### src/rtl/bfc_pkg.sv
package bfc_pkg;

   // Sequencer phases of one instruction.
   typedef enum logic [1:0] {
      SEQ_IDLE  = 2'd0,
      SEQ_FETCH = 2'd1,
      SEQ_TAIL  = 2'd2,
      SEQ_WAIT  = 2'd3
   } seq_state_t;

   function automatic int unsigned idx_width(input int unsigned n);
      return (n > 1) ? $clog2(n) : 1;
   endfunction

endpackage

### src/rtl/bfc_fetch_seq.sv
module bfc_fetch_seq
   import bfc_pkg::*;
#(
   parameter int unsigned N_BYTES   = 3,
   parameter int unsigned EXEC_WAIT = 8,
   localparam int unsigned IDX_W    = idx_width(N_BYTES),
   localparam int unsigned WAIT_W   = (EXEC_WAIT > 1) ? $clog2(EXEC_WAIT) : 1
)(
   input  logic             clk,
   input  logic             rst,
   input  logic             halt,
   output logic             rd_en,
   output logic [IDX_W-1:0] offset,
   output logic             cap_en,
   output logic [IDX_W-1:0] cap_slot,
   output logic             exec_done
);

   localparam logic [IDX_W-1:0]  LAST_IDX  = IDX_W'(N_BYTES - 1);
   localparam logic [WAIT_W-1:0] LAST_WAIT = WAIT_W'(EXEC_WAIT - 1);

   seq_state_t        state_q;
   logic [IDX_W-1:0]  idx_q;
   logic [WAIT_W-1:0] wcnt_q;

   always_comb begin
      rd_en     = (state_q == SEQ_FETCH) && !halt;
      offset    = (state_q == SEQ_FETCH) ? idx_q : '0;
      cap_en    = !halt && (((state_q == SEQ_FETCH) && (idx_q != '0)) ||
                            (state_q == SEQ_TAIL));
      cap_slot  = (state_q == SEQ_TAIL) ? LAST_IDX : (idx_q - 1'b1);
      exec_done = !halt && (state_q == SEQ_WAIT) && (wcnt_q == LAST_WAIT);
   end

   always_ff @(posedge clk) begin
      if (rst) begin
         state_q <= SEQ_IDLE;
         idx_q   <= '0;
         wcnt_q  <= '0;
      end else if (!halt) begin
         unique case (state_q)
            SEQ_IDLE: begin
               state_q <= SEQ_FETCH;
               idx_q   <= '0;
            end
            SEQ_FETCH: begin
               if (idx_q == LAST_IDX) begin
                  state_q <= SEQ_TAIL;
                  idx_q   <= '0;
               end else begin
                  idx_q <= idx_q + 1'b1;
               end
            end
            SEQ_TAIL: begin
               state_q <= SEQ_WAIT;
               wcnt_q  <= '0;
            end
            SEQ_WAIT: begin
               if (wcnt_q == LAST_WAIT) begin
                  state_q <= SEQ_FETCH;
                  idx_q   <= '0;
                  wcnt_q  <= '0;
               end else begin
                  wcnt_q <= wcnt_q + 1'b1;
               end
            end
            default: state_q <= SEQ_IDLE;
         endcase
      end
   end

endmodule

### src/rtl/bfc_operand_capture.sv
module bfc_operand_capture
   import bfc_pkg::*;
#(
   parameter int unsigned DATA_W  = 8,
   parameter int unsigned N_BYTES = 3,
   localparam int unsigned IDX_W  = idx_width(N_BYTES),
   localparam int unsigned OPND_W = (N_BYTES - 1) * DATA_W
)(
   input  logic              clk,
   input  logic              rst,
   input  logic              cap_en,
   input  logic [IDX_W-1:0]  cap_slot,
   input  logic [DATA_W-1:0] rd_data,
   output logic [DATA_W-1:0] opcode,
   output logic [OPND_W-1:0] opnd_flat
);

   for (genvar g = 0; g < N_BYTES; g++) begin : g_slot
      logic [DATA_W-1:0] q;

      always_ff @(posedge clk) begin
         if (rst) begin
            q <= '0;
         end else if (cap_en && (cap_slot == IDX_W'(g))) begin
            q <= rd_data;
         end
      end

      if (g == 0) begin : g_op
         assign opcode = q;
      end else begin : g_opnd
         assign opnd_flat[(g-1)*DATA_W +: DATA_W] = q;
      end
   end

endmodule

### src/rtl/bfc_op_decode.sv
module bfc_op_decode #(
   parameter int unsigned DATA_W     = 8,
   parameter int unsigned ADDR_W     = 16,
   parameter int unsigned OP_JMP     = 'h7E,
   parameter bit          HIGH_FIRST = 1'b1,
   localparam int unsigned N_OPND    = ADDR_W / DATA_W
)(
   input  logic [DATA_W-1:0]        opcode,
   input  logic [N_OPND*DATA_W-1:0] opnd_flat,
   output logic                     is_jmp,
   output logic [ADDR_W-1:0]        target
);

   // Every opcode that is not the jump steps forward like the no-op.
   assign is_jmp = (opcode == DATA_W'(OP_JMP));

   for (genvar k = 0; k < N_OPND; k++) begin : g_assemble
      if (HIGH_FIRST) begin : g_hi
         assign target[(N_OPND-1-k)*DATA_W +: DATA_W] = opnd_flat[k*DATA_W +: DATA_W];
      end else begin : g_lo
         assign target[k*DATA_W +: DATA_W] = opnd_flat[k*DATA_W +: DATA_W];
      end
   end

endmodule

### src/rtl/bfc_pc_unit.sv
module bfc_pc_unit #(
   parameter int unsigned ADDR_W = 16,
   parameter int unsigned IDX_W  = 2
)(
   input  logic              clk,
   input  logic              rst,
   input  logic              exec_done,
   input  logic              is_jmp,
   input  logic [ADDR_W-1:0] target,
   input  logic [IDX_W-1:0]  offset,
   output logic [ADDR_W-1:0] addr
);

   logic [ADDR_W-1:0] pc_q;

   always_ff @(posedge clk) begin
      if (rst) begin
         pc_q <= '0;
      end else if (exec_done) begin
         pc_q <= is_jmp ? target : (pc_q + 1'b1);
      end
   end

   // Wraps at the top of the address space.
   assign addr = pc_q + ADDR_W'(offset);

endmodule

### src/rtl/byte_fetch_core.sv
module byte_fetch_core
   import bfc_pkg::*;
#(
   parameter int unsigned ADDR_W     = 16,
   parameter int unsigned DATA_W     = 8,
   parameter int unsigned EXEC_WAIT  = 8,
   parameter int unsigned OP_JMP     = 'h7E,
   parameter bit          HIGH_FIRST = 1'b1
)(
   input  logic              clk,
   input  logic              rst,
   input  logic              halt,
   output logic [ADDR_W-1:0] mem_addr,
   output logic              mem_rd,
   input  logic [DATA_W-1:0] mem_rdata
);

   localparam int unsigned N_OPND  = ADDR_W / DATA_W;
   localparam int unsigned N_BYTES = N_OPND + 1;
   localparam int unsigned IDX_W   = idx_width(N_BYTES);

   if (DATA_W < 1 || ADDR_W < DATA_W || (ADDR_W % DATA_W) != 0) begin : g_bad_width
      $error("byte_fetch_core: ADDR_W must be a nonzero multiple of DATA_W");
   end
   if (EXEC_WAIT < 1) begin : g_bad_wait
      $error("byte_fetch_core: EXEC_WAIT must be at least 1");
   end
   if (DATA_W < 32 && OP_JMP >= (32'd1 << DATA_W)) begin : g_bad_op
      $error("byte_fetch_core: OP_JMP does not fit in DATA_W");
   end

   logic                     cap_en;
   logic [IDX_W-1:0]         cap_slot;
   logic [IDX_W-1:0]         offset;
   logic                     exec_done;
   logic [DATA_W-1:0]        opcode;
   logic [N_OPND*DATA_W-1:0] opnd_flat;
   logic                     is_jmp;
   logic [ADDR_W-1:0]        target;

   bfc_fetch_seq #(
      .N_BYTES   (N_BYTES),
      .EXEC_WAIT (EXEC_WAIT)
   ) u_seq (
      .clk       (clk),
      .rst       (rst),
      .halt      (halt),
      .rd_en     (mem_rd),
      .offset    (offset),
      .cap_en    (cap_en),
      .cap_slot  (cap_slot),
      .exec_done (exec_done)
   );

   bfc_operand_capture #(
      .DATA_W  (DATA_W),
      .N_BYTES (N_BYTES)
   ) u_cap (
      .clk       (clk),
      .rst       (rst),
      .cap_en    (cap_en),
      .cap_slot  (cap_slot),
      .rd_data   (mem_rdata),
      .opcode    (opcode),
      .opnd_flat (opnd_flat)
   );

   bfc_op_decode #(
      .DATA_W     (DATA_W),
      .ADDR_W     (ADDR_W),
      .OP_JMP     (OP_JMP),
      .HIGH_FIRST (HIGH_FIRST)
   ) u_dec (
      .opcode    (opcode),
      .opnd_flat (opnd_flat),
      .is_jmp    (is_jmp),
      .target    (target)
   );

   bfc_pc_unit #(
      .ADDR_W (ADDR_W),
      .IDX_W  (IDX_W)
   ) u_pc (
      .clk       (clk),
      .rst       (rst),
      .exec_done (exec_done),
      .is_jmp    (is_jmp),
      .target    (target),
      .offset    (offset),
      .addr      (mem_addr)
   );

endmodule

### config.mk
export PLATFORM = sky130hd
export DESIGN_NAME = byte_fetch_core
export DESIGN_NICKNAME = d
export VERILOG_FILES = /design/src/rtl/bfc_pkg.sv /design/src/rtl/bfc_fetch_seq.sv /design/src/rtl/bfc_operand_capture.sv /design/src/rtl/bfc_op_decode.sv /design/src/rtl/bfc_pc_unit.sv /design/src/rtl/byte_fetch_core.sv
export SDC_FILE = /design/constraint.sdc
export NUM_CORES = 1
export LEC_CHECK = 0
export ABC_AREA = 1
export BUFFER_PORTS_ARGS = -buffer_cell sky130_fd_sc_hd__buf_2
export CORE_ASPECT_RATIO = 1.25
export CORE_MARGIN = 2
export CORE_UTILIZATION = 58
export CTS_CLUSTER_DIAMETER = 40
export DETAILED_ROUTE_END_ITERATION = 10
export PLACE_DENSITY = 0.79
export SLEW_MARGIN = 25
export SYNTH_ARGS = -nofsm -noshare
export SYNTH_HDL_FRONTEND = slang
export SYNTH_SLANG_ARGS = --single-unit
### constraint.sdc
create_clock -name clk -period 3.05 [get_ports clk]
set_input_delay 0 -clock clk [delete_from_list [all_inputs] [get_ports clk]]
set_output_delay 0 -clock clk [all_outputs]
set_load 0.05 [all_outputs]
== Yosys cells after proc, flatten, opt, wreduce, memory -nomap -nowiden ==
Index checks and enable logic that the tools add are counted.

* Bitwise logic cells: 1
* Multiplexer cells: 11
* $add $sub $neg: 5
* Reductions and logical operators: 18
* Eq/ne operators: 10

{| class="wikitable"
|+ Operators with widths
! cell !! count
|-
| $add 16x1->16 const B || 1
|-
| $add 16x2->16 || 1
|-
| $mux 16 || 1
|-
| $mux 2 || 6
|-
| $eq 2x2->1 const B || 4
|-
| $eq 8x7->1 const B || 1
|-
| $logic_and 1x1->1 || 8
|-
| $pmux 2 s4 || 1
|-
| $pmux 2 s3 || 1
|-
| $pmux 3 s2 || 1
|-
| $reduce_and 3->1 || 2
|-
| $eq 2x1->1 const B || 2
|-
| $logic_not 2->1 || 2
|-
| $ne 2x2->1 const B || 2
|-
| $reduce_bool 2->1 || 2
|-
| $add 3x1->3 const B || 1
|-
| $eq 3x3->1 const B || 1
|-
| $mux 3 || 1
|-
| $reduce_bool 3->1 || 1
|-
| $add 2x1->2 const B || 1
|-
| $reduce_and 2->1 || 1
|-
| $sub 2x1->2 const B || 1
|-
| $logic_not 1->1 || 1
|-
| $logic_or 1x1->1 || 1
|-
| $not 1->1 || 1
|}

* Word-level logic and storage cells: 52
* Input bits: 11
* Register bits: 47
* Output and inout port bits: 17

== Logic depth before layout (Yosys ltp) ==
Gate-level depths: netlist of the first run.

* Depth after elaboration: 5
* Mapped depth: 11
* Depth with buffers taken out: 11

== Modules after synthesis ==
A second synthesis of the first run with hierarchy kept.

* Cells, all modules: 483
* Area, all modules: 3134.3 µm²

{| class="wikitable"
|+ By module, submodules not included
! module !! area each (µm²) !! sequential area each (µm²) !! cells each !! instances
|-
| bfc_pc_unit || 1378.8 || 320.3 || 226 || 1
|-
| bfc_operand_capture || 1062.3 || 480.5 || 157 || 1
|-
| bfc_fetch_seq || 529.3 || 140.1 || 73 || 1
|-
| bfc_op_decode || 163.9 || 0.0 || 27 || 1
|}

== Least setup slack after synthesis of the first run ==
Ideal clock, no wire load.

* Kind: reg2out
* From: reg u_seq.state_q[1]
* To: out mem_addr[12]
* Path buffers: 0
* Required time: 3050 ps
* Arrival time: 2348 ps
* Path slack: 702 ps
* Stages on the path, launching flop included: 11
* Cells stage by stage: dfxtp_1 -> inv_1 -> ha_1 -> nand2_1 -> inv_1 -> ha_1 -> fa_1 -> nand3_1 -> nor2_2 -> nand3_1 -> xor2_1

* Word-level cells in the longest chain between the ends: 3

{| class="wikitable"
|+ Ends and longest elaborated chain
! element !! line !! RTL
|-
| start: declaration || bfc_fetch_seq.sv:22 || <nowiki>seq_state_t state_q;</nowiki>
|-
| start signal: assignment || bfc_fetch_seq.sv:37 || <nowiki>state_q <= SEQ_IDLE;</nowiki>
|-
| start signal: assignment || bfc_fetch_seq.sv:43 || <nowiki>state_q <= SEQ_FETCH;</nowiki>
|-
| start signal: assignment || bfc_fetch_seq.sv:48 || <nowiki>state_q <= SEQ_TAIL;</nowiki>
|-
| $eq 2x1->1 || bfc_fetch_seq.sv:28 || <nowiki>offset = (state_q == SEQ_FETCH) ? idx_q : '0;</nowiki>
|-
| $mux 2 || bfc_fetch_seq.sv:28 ||
|-
| $add 16x2->16 || bfc_pc_unit.sv:25 || <nowiki>assign addr = pc_q + ADDR_W'(offset);</nowiki>
|-
| end: declaration || byte_fetch_core.sv:13 || <nowiki>output logic [ADDR_W-1:0] mem_addr,</nowiki>
|}

No other way between the ends.

== Worst setup path after layout of the first run ==
Same ends and word-level chain as after synthesis.

==> results of run 1 <==
==> sequential cells by signal, summed over array words and instances (netlist names) <==
| name | cells |
|---|---|
| u_cap.g_slot.q | 16 |
| u_seq.wcnt_q | 3 |
| u_cap.opcode | 8 |
| u_pc.pc_q | 16 |
| u_seq.state_q | 2 |
| u_seq.idx_q | 2 |
==> cells in the mapped netlist, types with 3 or more instances <==
| cell type | count | area (um^2) |
|---|---|---|
| clkbuf_1 | 5 | 18.77 |
| o21ai_0 | 45 | 225.2 |
| a21oi_1 | 19 | 95.09 |
| dfxtp_1 | 47 | 940.9 |
| xor2_1 | 13 | 113.9 |
| ha_1 | 11 | 137.6 |
| nor2_1 | 56 | 210.2 |
| xnor2_1 | 3 | 26.28 |
| o211ai_1 | 3 | 22.52 |
| nand3_1 | 28 | 140.1 |
| buf_2 | 4 | 20.02 |
| nand2_2 | 4 | 25.02 |
| nand2_1 | 72 | 270.3 |
| inv_1 | 49 | 183.9 |
| a21oi_2 | 7 | 61.31 |
| nand4_1 | 3 | 18.77 |
| nor2_4 | 4 | 45.04 |
==> through the flow <==
step,setup slack [ns],cells,hold WS [ns]
floorplan,0.7024,396,0.1349
global placement,0.9639,472,0.2733
detailed placement,0.8667,472,0.2684
CTS,0.5359,487,0.0005494
global route,0.3186,487,0.003367
finish,0.5493,487,0.006865
==> kinds of logic (layout without fill, tap and decap cells) <==
group / count (synthesis) / in the layout / synth area share (%)
XOR/XNOR: 16 / 16 / 5.070
AND/OR/NAND/NOR: 181 / 181 / 30.42
flip-flops: 47 / 47 / 34.04
AO/OA/AOI/OAI: 77 / 77 / 15.35
adder cells (fa/ha/maj): 12 / 12 / 5.704
buffers and inverters: 63 / 94 / 9.416
==> critical path, stage by stage (launching register included) <==
cell	delay, ns
dfxtp_1	0.37
inv_1	0.07
ha_1	0.24
nand2_1	0.09
inv_1	0.04
ha_1	0.19
fa_1	0.41
nand3_1	0.16
nor2_2	0.10
nand3_1	0.09
xor2_1	0.15
buf_2	0.28
==> layout make-up <==
cell class	instances	share of cell area [%]
multi-input combinational	286	50.16
timing repair buffer	35	6.827
sequential	47	30.20
tap	60	2.410
inverter	51	6.145
clock buffer	6	2.329
clock inverter	2	1.928
==> where the power goes <==
part	internal, mW	total, mW	switching (mW)
Clock	0.328	0.541	0.213
Sequential	0.630	0.640	0.0101
Combinational	0.0365	0.106	0.0700
Total	0.994	1.29	0.293
==> how the worst max path moves through the flow <==
stage	startpoint	endpoint	slack [ns]	cells past startpoint
finish	u_seq.state_q[1]	mem_addr[12]	0.55	11
global route	u_seq.state_q[0]	mem_addr[10]	0.32	10
CTS	u_seq.state_q[1]	mem_addr[12]	0.54	11
detailed placement	u_seq.state_q[1]	mem_addr[12]	0.87	11
global placement	u_seq.state_q[1]	mem_addr[14]	0.96	11
floorplan	u_seq.state_q[1]	mem_addr[12]	0.70	10
==> placed cells by master (no fill, tap or decap), drive strengths merged <==
| cell type | n |
|---|---|
| a211oi | 2 |
| a21oi | 26 |
| buf | 28 |
| bufinv | 2 |
| clkbuf | 6 |
| dfxtp | 47 |
| dlygate4sd3 | 7 |
| fa | 1 |
| ha | 11 |
| inv | 51 |
| nand2 | 77 |
| nand3 | 31 |
| nand3b | 1 |
| nand4 | 3 |
| nor2 | 63 |
| nor3 | 4 |
| o211ai | 3 |
| o21ai | 46 |
| or2 | 2 |
| xnor2 | 3 |
| xor2 | 13 |
==> metal layers <==
layer / global-route usage (%) / vias to the layer above
met5: 0 / -
met4: 7.500 / 0
met3: 4.432 / 9
met2: 42.02 / 66
met1: 30.50 / 1173
li1: - / 1327
==> impl_metrics.py, run 1 <==
metrics = {
    "die": {
        "start_util_pct": 59.32,
        "die_area_mm2": 0.005337,
        "chipWidth_um": 65.75,
        "std_cell_rows": 28,
        "io_pins": 28,
        "die_y_um": 81.18,
        "fp.coreArea_mm2": 0.004659,
    },
    "synthesis": {
        "synth_ff_type": "dfxtp_1",
        "synth_edf_count": 0,
        "synth-seq-cells": 47,
        "syn-cell-area_mm2": 0.002764,
        "synth_warnings": 0,
        "ys_seq_area_share_pct": 34.04,
        "syn-num-nets": 419,
        "async_flop_share_pct": 0,
        "ys_types": 32,
        "syn_area_per_cell_um2": 6.980,
        "syn_inst": 396,
    },
    "setup_path": {
        "r2r_setup_slack_ns": 1.14,
        "critPathKind": "reg2out",
        "reg2reg_depth": 6,
        "timing.rr.end": "u_pc.pc_q[8]",
        "arrival_ns": 2.50,
        "reg2reg_from": "u_cap.opcode[1]",
        "start_kind": "flip-flop",
        "critical_path.max_fanout": 6,
        "cp.required_ns": 3.05,
        "cp-end-kind": "primary output",
    },
    "route": {
        "drtIter0Drc": 141,
        "dr_wl_met3_um": 286,
        "met1_length_mm": 2.711,
        "met2WireLength_mm": 2.942,
        "ant_nets": 0,
        "wl_per_cell_um": 12.37,
        "drc": 0,
        "drt_wl_total_mm": 6.025,
        "dr.max_layer_used": "met4",
        "vias": 2575,
        "first_pass_iters": 5,
        "routed_via_density": 5.287,
    },
    "global_route": {
        "grt_pass1_wl_mm": 10.23,
        "track_usage_pct": 24.30,
        "overflow": 0,
        "grt_pass1_vias": 2285,
        "antenna_found_initial": 0,
        "grt_max_degree": 30,
    },
    "clock_tree": {
        "cts.sinks": 47,
        "cts_hold_buf": 7,
        "htreeDepth": 2,
        "cts_made_buffers": 5,
        "clockBufferDepth": 2,
        "cts_resized": 0,
        "cts_root_buffer": "clkbuf_8",
        "clk_latency_ns": 0.30,
        "cts_tree": "done",
        "clk_pin_slew_worst_paths_ns": 0.09,
        "cts_setup_buffers": 0,
    },
    "timing": {
        "worst_pin_slew_ns": 0.9352,
        "period_share_pct": 81.99,
        "rsz0062_at_grt": "false",
        "setup_violations": 0,
        "slew-limit-headroom_pct": 37.50,
        "finalCriticalPeriod_ns": 2.501,
        "fin_worst_skew_ns": 0.005377,
        "finalHoldViolations": 0,
        "slew_violations": 0,
        "max_freq_mhz": 399.9,
        "tns_ns": 0,
    },
    "cells_and_area": {
        "fin_util_pct": 66.86,
        "register_area_um2": 940.9,
        "fillers": 418,
        "area_growth_pct": 12.72,
        "fin_nets": 449,
        "fin_area_mm2": 0.003115,
        "diodes": 0,
        "multi_input_area_mm2": 0.001563,
        "drive_above_1_share_pct": 14.75,
    },
    "worst_hold_path": {
        "holdPathEnd": "u_cap.g_slot[1].q[2]",
        "min-delay-start": "mem_rdata[2]",
        "min_path_cells": 3,
        "hp-class": "in2reg",
    },
    "pwr": {
        "ir_drop_v": 0.0003393,
        "p_leak_nw": 1.459,
        "total_power_mw": 1.287,
        "powerDensity_mw_per_mm2": 413.0,
    },
    "status": {
        "outcome": "finished, final reports clean",
    },
    "placed_design": {
        "dpl.hpwl_mm": 4.289,
        "place_area_mm2": 0.002913,
        "place_congestion": 0.8542,
        "io_buffers": 27,
    },
    "run": {
        "maxCapViolCount": 0,
    },
}
Note: power is estimated with default switching activity, not from simulation.
==> run 2: changes to the inputs <==
- clock period: 3.05 -> 2.56 ns (I/O delays scaled with it)
==> run 2 against run 1 <==
Net effect:
- core utilization increased by 0.30 points
- clock power shrank 11%
- first-iteration DRC count grew 11%
- hold slack improved by 0.056 ns
- die area did not move
- clock skew grew 0.0025 ns
- largest power group unchanged
==> impl_metrics.py, run 2 (synthesized netlist as in run 1, its figures left out) <==
metrics = {
    "setup_path": {
        "critPathKind": "reg2out",
        "cp_num_buf_inv": 3,
        "cpMaxStageDelayCell": "fa_1",
        "cp.required_ns": 2.56,
        "slowest_delay_ns": 0.42,
        "cp-end-kind": "primary output",
        "r2r_setup_slack_ns": 0.84,
        "start_kind": "flip-flop",
        "cp_top_family": "adder cells",
        "arrival_ns": 2.37,
        "timing.rr.end": "u_cap.g_slot[2].q[2]",
        "reg2reg_depth": 10,
        "reg2reg_from": "u_seq.state_q[0]",
        "crit_chain": "inv_1 -> ha_2 -> nand2_1 -> inv_1 -> ha_1 -> fa_1 -> nand3_2 -> nor2_4 -> nand2_1 -> xor2_1 -> clkbuf_4",
        "critical_path.max_fanout": 6,
    },
    "pwr": {
        "internal_power_mw": 1.016,
        "switching_power_mw": 0.3550,
        "powerDensity_mw_per_mm2": 438.1,
        "pwr-share-clk_pct": 35.0,
        "p_sw_share_pct": 25.89,
        "p_leak_nw": 1.452,
        "seqPwrFrac_pct": 55.6,
        "power.share.combinational_pct": 9.5,
        "ir_drop_v": 0.0003960,
    },
    "die": {
        "start_util_pct": 59.32,
        "fp.coreArea_mm2": 0.004659,
        "io_pins": 28,
        "die_area_mm2": 0.005337,
        "die_y_um": 81.18,
        "chipWidth_um": 65.75,
        "std_cell_rows": 28,
    },
    "worst_hold_path": {
        "holdPathEnd": "u_seq.wcnt_q[2]",
        "min-delay-start": "halt",
        "hp-class": "in2reg",
        "min_path_cells": 4,
    },
    "cells_and_area": {
        "drive_above_1_share_pct": 15.81,
        "fin_area_mm2": 0.003129,
        "fillers": 431,
        "diodes": 0,
        "mostFrequentLayoutCell": "nand2_1",
        "area_growth_pct": 13.22,
        "fin_nets": 452,
        "mostFrequentLayoutCells": "nand2_1, nor2_1, inv_1, dfxtp_1, o21ai_0",
    },
    "route": {
        "drc": 0,
        "drtIter0Drc": 156,
        "drt_wl_total_mm": 6.061,
        "routed_via_density": 5.202,
        "ant_nets": 0,
        "wl_per_cell_um": 12.37,
        "vias": 2549,
        "first_pass_iters": 4,
    },
    "global_route": {
        "track_usage_pct": 23.80,
        "grt_pass1_wl_mm": 10.02,
        "antenna_found_initial": 0,
        "grt_pass1_vias": 2296,
        "grt_max_degree": 30,
        "overflow": 0,
    },
    "timing": {
        "period_share_pct": 92.59,
        "worst_pin_slew_ns": 0.6051,
        "timing.hold.ws_ns": 0.06309,
        "fin_worst_skew_ns": 0.007843,
        "finalCriticalPeriod_ns": 2.370,
        "slew_violations": 0,
        "slew-limit-headroom_pct": 59.62,
        "setup_violations": 0,
        "tns_ns": 0,
        "rsz0062_at_grt": "false",
        "finalHoldViolations": 0,
        "max_freq_mhz": 421.9,
    },
    "clock_tree": {
        "htreeDepth": 2,
        "cts_made_buffers": 5,
        "clockBufferDepth": 2,
        "clk_latency_ns": 0.30,
        "cts.sinks": 47,
        "cts_tree": "done",
        "clk_pin_slew_worst_paths_ns": 0.08,
        "cts_root_buffer": "clkbuf_8",
    },
    "placed_design": {
        "place_area_mm2": 0.002928,
        "io_buffers": 27,
        "dpl.hpwl_mm": 4.341,
        "place_congestion": 0.8390,
    },
    "status": {
        "outcome": "finished, final reports clean",
    },
    "run": {
        "maxCapViolCount": 0,
    },
}
-- run 2: how the worst max path moves through the flow --
stage                                 from            to  cells after the start
after floorplan           u_seq.state_q[1]  mem_addr[12]                     10
final                     u_seq.state_q[1]   mem_addr[8]                     11
after global placement    u_seq.state_q[1]  mem_addr[14]                     11
after detailed placement  u_seq.state_q[1]  mem_addr[12]                     11
after global routing      u_seq.state_q[1]  mem_addr[10]                     11
after CTS                 u_seq.state_q[1]  mem_addr[12]                     11
-- run 2: final cells by class --
class	count	area, um^2	share of cell area, %
Inverter	51	191.4	6.118
Sequential cell	47	940.9	30.07
Multi-Input combinational cell	286	1575	50.34
Clock inverter	2	16.27	0.5198
Clock buffer	6	82.58	2.639
Tap cell	60	75.07	2.399
Timing Repair Buffer	38	247.7	7.917
-- run 2: power by group through the flow --
stage / clock network (mW) / registers [mW] / logic [mW]
5_1_grt: 0.515 / 0.766 / 0.147
4_1_cts: 0.492 / 0.762 / 0.129
2_1_floorplan: 0 / 0.776 / 0.0871
3_3_place_gp: 0 / 0.778 / 0.116
6_report: 0.479 / 0.762 / 0.130
3_5_place_dp: 0 / 0.779 / 0.120
-- run 2: metrics by stage --
stage	utilization, %	worst slack [ns]	instances	power [mW]
5_1_grt	67.16	0.03865	490	1.427
3_5_place_dp	62.84	0.3779	474	0.8991
4_1_cts	66.68	0.04880	490	1.383
3_3_place_gp	62.84	0.4652	474	0.8940
2_1_floorplan	-	0.2124	396	0.8630
6_report	67.16	0.1897	490	1.371
-- run 2: what timing repair did --
action | in CTS | in global routing
hold endpoints to repair | 14 | 0
hold buffers | 8 | 0
gates resized for setup | 0 | 10
endpoints found under the setup margin | 0 | 4
setup buffers | 0 | 0
-- run 2: per-layer routing --
layer,vias to the layer above,routed length [um],track usage (%)
met4,0,93,7.292
met5,-,0,0
met1,1159,2653,28.34
met2,51,3087,43.64
met3,9,226,3.463
li1,1330,-,-
-- run 2: worst register-to-register path: stages, from the launching register on --
cell,delay [ns]
dfxtp_1,0.38
inv_1,0.06
ha_1,0.20
inv_1,0.11
nand2_1,0.07
nand2_1,0.17
inv_1,0.06
nand2_1,0.22
inv_1,0.16
nor2_1,0.12
nor2_1,0.05
